--- src/rtl/flstk_pkg.sv ---
package flstk_pkg;

    typedef enum logic [0:0] {
        FILL_RUN  = 1'b0,
        FILL_DONE = 1'b1
    } fill_st_t;

    typedef enum logic [2:0] {
        PORT_IDLE,
        PORT_READ,
        PORT_FLUSH,
        PORT_PUSH,
        PORT_FILL
    } port_op_t;

endpackage

--- src/rtl/flstk_mem.sv ---
module flstk_mem #(
    parameter int DEPTH = 256,
    parameter int DW    = 9,
    parameter int AW    = 8
) (
    input  logic          clk,
    input  logic          we,
    input  logic [AW-1:0] addr_w,
    input  logic [DW-1:0] data_w,
    input  logic [AW-1:0] addr_r,
    output logic [DW-1:0] data_r
);

    logic [DW-1:0] cells [DEPTH];

    always_ff @(posedge clk) begin
        if (we) begin
            cells[addr_w] <= data_w;
        end
    end

    assign data_r = cells[addr_r];

endmodule

--- src/rtl/flstk_ctrl.sv ---
module flstk_ctrl
    import flstk_pkg::*;
#(
    parameter int NUM_LABELS = 256,
    parameter int LBL_W      = 9,
    parameter int AW         = 8
) (
    input  logic             clk,
    input  logic             rst_n,
    input  logic             frame_start_i,
    input  logic             pop_i,
    input  logic             push_i,
    input  logic [LBL_W-1:0] push_lbl_i,
    input  logic [LBL_W-1:0] mem_rdata,
    output logic             mem_we,
    output logic [AW-1:0]    mem_waddr,
    output logic [LBL_W-1:0] mem_wdata,
    output logic [AW-1:0]    mem_raddr,
    output logic [LBL_W-1:0] lbl_o,
    output logic             lbl_vld_o,
    output logic             empty_err_o,
    output logic             fill_busy_o
);

    localparam logic [LBL_W-1:0] FULL = LBL_W'(NUM_LABELS);
    localparam logic [LBL_W-1:0] ONE  = LBL_W'(1);

    fill_st_t         state_q, state_d;
    port_op_t         op;
    logic [LBL_W-1:0] depth_q, depth_d;
    logic [LBL_W-1:0] wlo_q, wlo_d;
    logic             pend_vld_q, pend_vld_d;
    logic [LBL_W-1:0] pend_lbl_q, pend_lbl_d;
    logic [LBL_W-1:0] out_lbl_q, out_lbl_d;
    logic             out_vld_q, out_vld_d;
    logic             out_err_q, out_err_d;
    logic [LBL_W-1:0] top_w;
    logic [LBL_W-1:0] fill_a;

    function automatic logic [LBL_W-1:0] seed_of(input logic [LBL_W-1:0] a);
        return FULL - a;
    endfunction

    assign top_w     = depth_q - ONE;
    assign fill_a    = wlo_q - ONE;
    assign mem_raddr = top_w[AW-1:0];

    // Port arbitration and next-state of the stack pointers
    always_comb begin
        op         = PORT_IDLE;
        depth_d    = depth_q;
        wlo_d      = wlo_q;
        pend_vld_d = pend_vld_q;
        pend_lbl_d = pend_lbl_q;
        out_lbl_d  = '0;
        out_vld_d  = 1'b0;
        out_err_d  = 1'b0;
        if (!frame_start_i) begin
            if (pop_i) begin
                out_vld_d = 1'b1;
                if (pend_vld_q) begin
                    out_lbl_d  = pend_lbl_q;
                    pend_vld_d = 1'b0;
                    if (push_i) begin
                        op      = PORT_PUSH;
                        depth_d = depth_q + ONE;
                    end
                end else if (depth_q != '0) begin
                    op        = PORT_READ;
                    out_lbl_d = (top_w >= wlo_q) ? mem_rdata : seed_of(top_w);
                    depth_d   = top_w;
                    if (top_w < wlo_q) begin
                        wlo_d = top_w;
                    end
                    if (push_i) begin
                        pend_vld_d = 1'b1;
                        pend_lbl_d = push_lbl_i;
                    end
                end else begin
                    out_err_d = 1'b1;
                    if (push_i) begin
                        op      = PORT_PUSH;
                        depth_d = depth_q + ONE;
                    end
                end
            end else if (pend_vld_q) begin
                op         = PORT_FLUSH;
                depth_d    = depth_q + ONE;
                pend_vld_d = push_i;
                pend_lbl_d = push_lbl_i;
            end else if (push_i) begin
                op      = PORT_PUSH;
                depth_d = depth_q + ONE;
            end else if (state_q == FILL_RUN && wlo_q != '0) begin
                op    = PORT_FILL;
                wlo_d = fill_a;
            end
        end
    end

    // Next refill state
    always_comb begin
        state_d = state_q;
        if (frame_start_i) begin
            state_d = FILL_RUN;
        end else begin
            unique case (state_q)
                FILL_RUN:  if (wlo_d == '0) state_d = FILL_DONE;
                FILL_DONE: state_d = FILL_DONE;
                default:   state_d = FILL_RUN;
            endcase
        end
    end

    // State register
    always_ff @(posedge clk or negedge rst_n) begin
        if (!rst_n) begin
            state_q <= FILL_RUN;
        end else begin
            state_q <= state_d;
        end
    end

    // Data registers
    always_ff @(posedge clk or negedge rst_n) begin
        if (!rst_n) begin
            depth_q    <= FULL;
            wlo_q      <= FULL;
            pend_vld_q <= 1'b0;
            pend_lbl_q <= '0;
            out_lbl_q  <= '0;
            out_vld_q  <= 1'b0;
            out_err_q  <= 1'b0;
        end else if (frame_start_i) begin
            depth_q    <= FULL;
            wlo_q      <= FULL;
            pend_vld_q <= 1'b0;
            out_vld_q  <= 1'b0;
            out_err_q  <= 1'b0;
            out_lbl_q  <= '0;
        end else begin
            depth_q    <= depth_d;
            wlo_q      <= wlo_d;
            pend_vld_q <= pend_vld_d;
            pend_lbl_q <= pend_lbl_d;
            out_lbl_q  <= out_lbl_d;
            out_vld_q  <= out_vld_d;
            out_err_q  <= out_err_d;
        end
    end

    // Outputs and memory write mux
    always_comb begin
        lbl_o       = out_lbl_q;
        lbl_vld_o   = out_vld_q;
        empty_err_o = out_err_q;
        fill_busy_o = (state_q == FILL_RUN);
        mem_we      = 1'b0;
        mem_waddr   = depth_q[AW-1:0];
        mem_wdata   = push_lbl_i;
        unique case (op)
            PORT_IDLE, PORT_READ: mem_we = 1'b0;
            PORT_FLUSH: begin
                mem_we    = 1'b1;
                mem_wdata = pend_lbl_q;
            end
            PORT_PUSH: mem_we = 1'b1;
            PORT_FILL: begin
                mem_we    = 1'b1;
                mem_waddr = fill_a[AW-1:0];
                mem_wdata = seed_of(fill_a);
            end
            default: mem_we = 1'b0;
        endcase
    end

    // every accepted pop is answered in the next cycle
    a_r2_pop_answered: assert property (@(posedge clk) disable iff (!rst_n)
        (pop_i && !frame_start_i) |=> lbl_vld_o);

    // an empty pop carries label zero
    a_r4_empty_zero: assert property (@(posedge clk) disable iff (!rst_n)
        empty_err_o |-> (lbl_vld_o && lbl_o == '0));

    // frame start refills pointers and drops same-cycle requests
    a_r5_frame_refill: assert property (@(posedge clk) disable iff (!rst_n)
        frame_start_i |=> (depth_q == FULL && wlo_q == FULL && !pend_vld_q && !lbl_vld_o && fill_busy_o));

    // the refill pointer only moves downward within a frame
    a_r6_fill_descends: assert property (@(posedge clk) disable iff (!rst_n)
        !frame_start_i |=> (wlo_q <= $past(wlo_q)));

    // refill done means no entry is left unwritten
    a_r6_done_clean: assert property (@(posedge clk) disable iff (!rst_n)
        (state_q == FILL_DONE) |-> (wlo_q == '0));

    // the unwritten region always lies below the stack top
    a_r9_fill_below_top: assert property (@(posedge clk) disable iff (!rst_n)
        wlo_q <= depth_q);

    // the refill never writes while a pop holds the port
    a_r7_pop_blocks_fill: assert property (@(posedge clk) disable iff (!rst_n)
        (pop_i && !frame_start_i && !pend_vld_q && depth_q > wlo_q) |=> (wlo_q == $past(wlo_q)));

endmodule

--- src/rtl/free_label_stack.sv ---
module free_label_stack #(
    parameter int NUM_LABELS = 256,
    localparam int LBL_W     = $clog2(NUM_LABELS + 1),
    localparam int AW        = $clog2(NUM_LABELS)
) (
    input  logic             clk,
    input  logic             rst_n,
    input  logic             frame_start_i,
    input  logic             pop_i,
    input  logic             push_i,
    input  logic [LBL_W-1:0] push_lbl_i,
    output logic [LBL_W-1:0] lbl_o,
    output logic             lbl_vld_o,
    output logic             empty_err_o,
    output logic             fill_busy_o
);

    logic             mem_we;
    logic [AW-1:0]    mem_waddr;
    logic [LBL_W-1:0] mem_wdata;
    logic [AW-1:0]    mem_raddr;
    logic [LBL_W-1:0] mem_rdata;

    flstk_ctrl #(
        .NUM_LABELS(NUM_LABELS),
        .LBL_W     (LBL_W),
        .AW        (AW)
    ) u_ctrl (
        .clk          (clk),
        .rst_n        (rst_n),
        .frame_start_i(frame_start_i),
        .pop_i        (pop_i),
        .push_i       (push_i),
        .push_lbl_i   (push_lbl_i),
        .mem_rdata    (mem_rdata),
        .mem_we       (mem_we),
        .mem_waddr    (mem_waddr),
        .mem_wdata    (mem_wdata),
        .mem_raddr    (mem_raddr),
        .lbl_o        (lbl_o),
        .lbl_vld_o    (lbl_vld_o),
        .empty_err_o  (empty_err_o),
        .fill_busy_o  (fill_busy_o)
    );

    flstk_mem #(
        .DEPTH(NUM_LABELS),
        .DW   (LBL_W),
        .AW   (AW)
    ) u_mem (
        .clk   (clk),
        .we    (mem_we),
        .addr_w(mem_waddr),
        .data_w(mem_wdata),
        .addr_r(mem_raddr),
        .data_r(mem_rdata)
    );

endmodule

--- config.mk ---
export PLATFORM = sky130hd
export DESIGN_NAME = free_label_stack
export DESIGN_NICKNAME = d
export VERILOG_FILES = /design/src/rtl/flstk_pkg.sv /design/src/rtl/flstk_mem.sv /design/src/rtl/flstk_ctrl.sv /design/src/rtl/free_label_stack.sv
export SDC_FILE = /design/constraint.sdc
export NUM_CORES = 2
export LEC_CHECK = 0
export BUFFER_PORTS_ARGS = -buffer_cell sky130_fd_sc_hd__buf_2
export CAP_MARGIN = 20
export CORE_MARGIN = 1
export CORE_UTILIZATION = 50
export CTS_BUF_LIST = sky130_fd_sc_hd__clkbuf_16
export DETAILED_ROUTE_END_ITERATION = 16
export PLACE_DENSITY = 0.65
export SYNTH_ARGS = -nofsm -noshare
export SYNTH_HDL_FRONTEND = slang
export SYNTH_SLANG_ARGS = --single-unit
--- constraint.sdc ---
create_clock -name clk -period 23.1 [get_ports clk]
set_input_delay 2.31 -clock clk [delete_from_list [all_inputs] [get_ports clk]]
set_output_delay 2.31 -clock clk [all_outputs]
set_load 0.05 [all_outputs]
==> impl_metrics.csv <==
group,metric,value,unit
outcome,outcome,"finished clean",
worst_setup_path,worstPathCellList,"clkinv_1 -> ha_4 -> buf_4 -> buf_4 -> buf_4 -> mux4_2 -> nand2_1 -> and3_1 -> a311oi_1 -> buf_4 -> o32ai_1 -> nor4_1 -> or4_1",
global_routing,grt_pass1_wl,335000,microns
synth,synth_edf_count,2304,
timing,finalSetupViolCount,0,
worst_setup_path,crit_required,23.83,ns
worst_setup_path,r2r_setup_slack,16.00,ns
timing,hold_viol,0,
timing,whs,0.585,ns
floorplan,ioPinCount,26,
floorplan,rows,157,
clocking,ctsResizeCount,0,
synth,syn-num-nets,4353,
timing,skew,0.0263,ns
global_routing,groute.usage.overall,25.4,%
place,gp_congestion,0.942,
routing,wl_per_cell,33.0,microns
worst_setup_path,rr_worst_depth,13,
synth,synth_top_area_share,75.1,%
clocking,cts_root_buf,"clkbuf_16",
synth,yosysSeqAreaShare,76.2,%
timing,fin_tns_setup,0,ns
min_path,min_to,"u_ctrl.lbl_o[7]$_DFF_PN0_",
cells_and_area,layout.nets,4472,
cells_and_area,mostFrequentLayoutCells,"2304 x edfxtp_1, 664 x mux4_2, 348 x nor2_1, 227 x clkbuf_16, 192 x nand2_1",
worst_setup_path,crit_slowest_cell,"dfrtp_4",
synth,syn_area_per_cell,21.3,sq um
place,place_ws,15.60,ns
clocking,path_clk_slew,0.06,ns
floorplan,die_area,0.186,sq mm
worst_setup_path,r2r_start,"u_ctrl.depth_q[0]$_DFF_PN0_",
routing,ant_nets,0,
worst_setup_path,critPathCaptureType,"flip-flop",
floorplan,start_util,50.3,%
global_routing,gr-usage-met2,38.9,%
min_path,hold_depth,1,
floorplan,die_x,431,microns
pwr,vdd_drop_max,0.107,mV
pwr,power.total,10.6,mW
routing,drt_wl_total,235000,microns
clocking,clock_sinks,2344,
cells_and_area,final_common_cell,"edfxtp_1",
worst_setup_path,worstPathArrival,7.83,ns
routing,vias_per_cell,6.38,
place,dp_hpwl,136000,microns
routing,drtIter0Drc,6179,
pwr,powerDensity,103,mW/mm^2
global_routing,antenna_found_initial,13,
clocking,cts_setup_buffers,0,
synth,ys_ff_latch,2344,
clocking,clkLatencyLatePin,0.88,ns
timing,timing.final.ws_setup,16.00,ns
synth,synth-async-reset-ratio,1.71,%
timing,fin_crit_sh,30.7,%
cells_and_area,syn2layout_area_growth,11.6,%
timing,max_slew.worst_pin.slew,1.26,ns
synth,synth_cells,4325,
synth,ys_types,75,
floorplan,die_y,431,microns
place,port_buffers,25,
clocking,htree_levels,4,
worst_setup_path,r2r-end,"u_ctrl.lbl_o[8]$_DFF_PN0_",
clocking,hold_buffers,0,
place,place_area,0.0953,sq mm
global_routing,met3_usage,5.14,%
timing,slew_violations,0,
synth,synth_area,0.0921,sq mm
clocking,numCtsBuffers,227,
worst_setup_path,crit_top_cell,"buf_4",
pwr,leakage,31.8,nW
routing,drc,0,
global_routing,grt_max_degree,217,
clocking,cts_tree,"yes",
worst_setup_path,cp_max_fo,69,
worst_setup_path,worstSetupPathType,"reg -> reg",
timing,rsz0062_at_grt,"false",
cells_and_area,fin_area,0.103,sq mm
synth,yosysTopAreaCell,"edfxtp_1",
global_routing,grt_pass1_vias,44900,
global_routing,grt_overflow,0,
global_routing,met1_usage,36.9,%
flow_run,drv_cap,0,
min_path,hp-class,"reg -> reg",
synth,synth-main-ff-cell,"edfxtp_1",
routing,vias,45400,
timing,maxSlewHeadroom,16.3,%
worst_setup_path,startpoint_type,"flip-flop",
routing,dr.pass1.iters,5,
timing,min_period,7.10,ns
synth,yosys-top-cells-area,"edfxtp_1 75%, mux4_2 16%, nor2_1 1.4%",
synth,yosys_warnings,0,
clocking,cts.path.max_buffers,3,
global_routing,grt_busiest_layer,"met2",
floorplan,core_area,0.183,sq mm
cells_and_area,layout-drive-gt1-share,26.0,%
min_path,min-delay-start,"u_ctrl.pend_lbl_q[7]$_DFFE_PN0P_",
timing,clock.fmax,141,MHz
worst_setup_path,max_stage_delay,0.96,ns
==> synthesized netlist by cell type, drive strengths merged, types with 3 or more instances <==
library cell  count
a311oi            9
edfxtp         2304
or4               4
a32oi             3
mux2i            39
and3b             4
a22o              8
a221oi            5
and2              4
a31oi            27
inv              23
buf             130
or3               7
o21a              8
a2111oi           5
dfrtp            38
xnor2            27
and3             16
a211oi           10
nor2b             8
nand2b            3
o211ai            7
a221o             6
o32ai             5
nor3             31
o21ai            47
ha               14
o2111ai           5
nor2            350
nand4            12
mux2             20
a21oi            27
o31ai             7
xor2              5
o22ai            16
nand2           204
a32o              5
mux4            664
nand3            52
clkbuf          116
a22oi            17
or3b              3
o221ai            6
==> report_power, final <==
group          switching [mW]  leakage, nW  internal [mW]  total [mW]
clock                    1.62         3.83           2.05        3.67
combinational            1.35         6.77          0.724        2.07
sequential             0.0348         21.2           4.83        4.86
==> logic make-up (layout without fill, tap and decap cells) <==
kind of cell	Yosys count	in the layout	share of synthesized area, %
AOI/OAI and AO/OA	234	234	1.77
xor gates and xnor gates	32	32	0.312
adders and majority gates	14	14	0.190
buffers and inverters	270	593	1.42
DFF	2344	2344	76.2
muxes	723	723	16.9
other	0	5	0
and+or+nand+nor	708	708	3.24
==> registers in the layout, indices dropped and copies added (netlist names) <==
| name | cells |
|---|---|
| u_ctrl.lbl_o | 9 |
| u_ctrl.lbl_vld_o | 1 |
| u_ctrl.state_q | 1 |
| u_ctrl.wlo_q | 9 |
| u_ctrl.empty_err_o | 1 |
| u_mem.cells | 2304 |
| u_ctrl.pend_lbl_q | 9 |
| u_ctrl.depth_q | 9 |
| u_ctrl.pend_vld_q | 1 |
==> per-stage QoR <==
| stage | utilization (%) | std cells |
|---|---|---|
| 2_1_floorplan | - | 4325 |
| 3_3_place_gp | 52.0 | 6673 |
| 3_5_place_dp | 52.1 | 6674 |
| 4_1_cts | 56.1 | 7107 |
| 5_1_grt | 56.2 | 7115 |
| 6_report | 56.2 | 7117 |
==> metal layers <==
metal	wire length [microns]	share of wire [%]
met1	93300	40
met2	111000	47
met3	23000	9.8
met4	8030	3.4
met5	10	0.0043
==> critical path, delay by kind of cell, from the launching register on <==
family,cells,cell delay (ns)
adder cells (fa/ha/maj),1,0.68
AO/OA/AOI/OAI,2,0.70
flip-flops,1,0.96
AND/OR/NAND/NOR,4,0.91
multiplexers,1,0.45
buffers and inverters,5,3.04
==> layout make-up <==
cell class / instances / area (sq um)
multi-input cells: 1711 / 20900
inverters: 24 / 113
repair buffers: 136 / 1150
fillers: 13400 / 80200
diodes: 5 / 12.5
well taps: 2464 / 3080
clock inverters: 206 / 1770
flip-flops and latches: 2344 / 70200
clock buffers: 227 / 5680
==> how the worst max path moves through the flow <==
| stage | endpoint | cells after the start | slack, ns | startpoint |
|---|---|---|---|---|
| floorplan | u_mem.cells[0][5]$_DFFE_PP_ | 5 | 7.76 | push_i |
| detailed placement | u_mem.cells[41][1]$_DFFE_PP_ | 8 | 15.60 | frame_start_i |
| finish | u_ctrl.lbl_o[8]$_DFF_PN0_ | 13 | 16.00 | u_ctrl.depth_q[0]$_DFF_PN0_ |
| global placement | u_mem.cells[40][1]$_DFFE_PP_ | 8 | 15.84 | frame_start_i |
| CTS | u_ctrl.lbl_o[8]$_DFF_PN0_ | 13 | 15.94 | u_ctrl.depth_q[0]$_DFF_PN0_ |
| global route | u_ctrl.lbl_o[8]$_DFF_PN0_ | 13 | 15.68 | u_ctrl.depth_q[0]$_DFF_PN0_ |
Power figures use the tool's default switching activity.
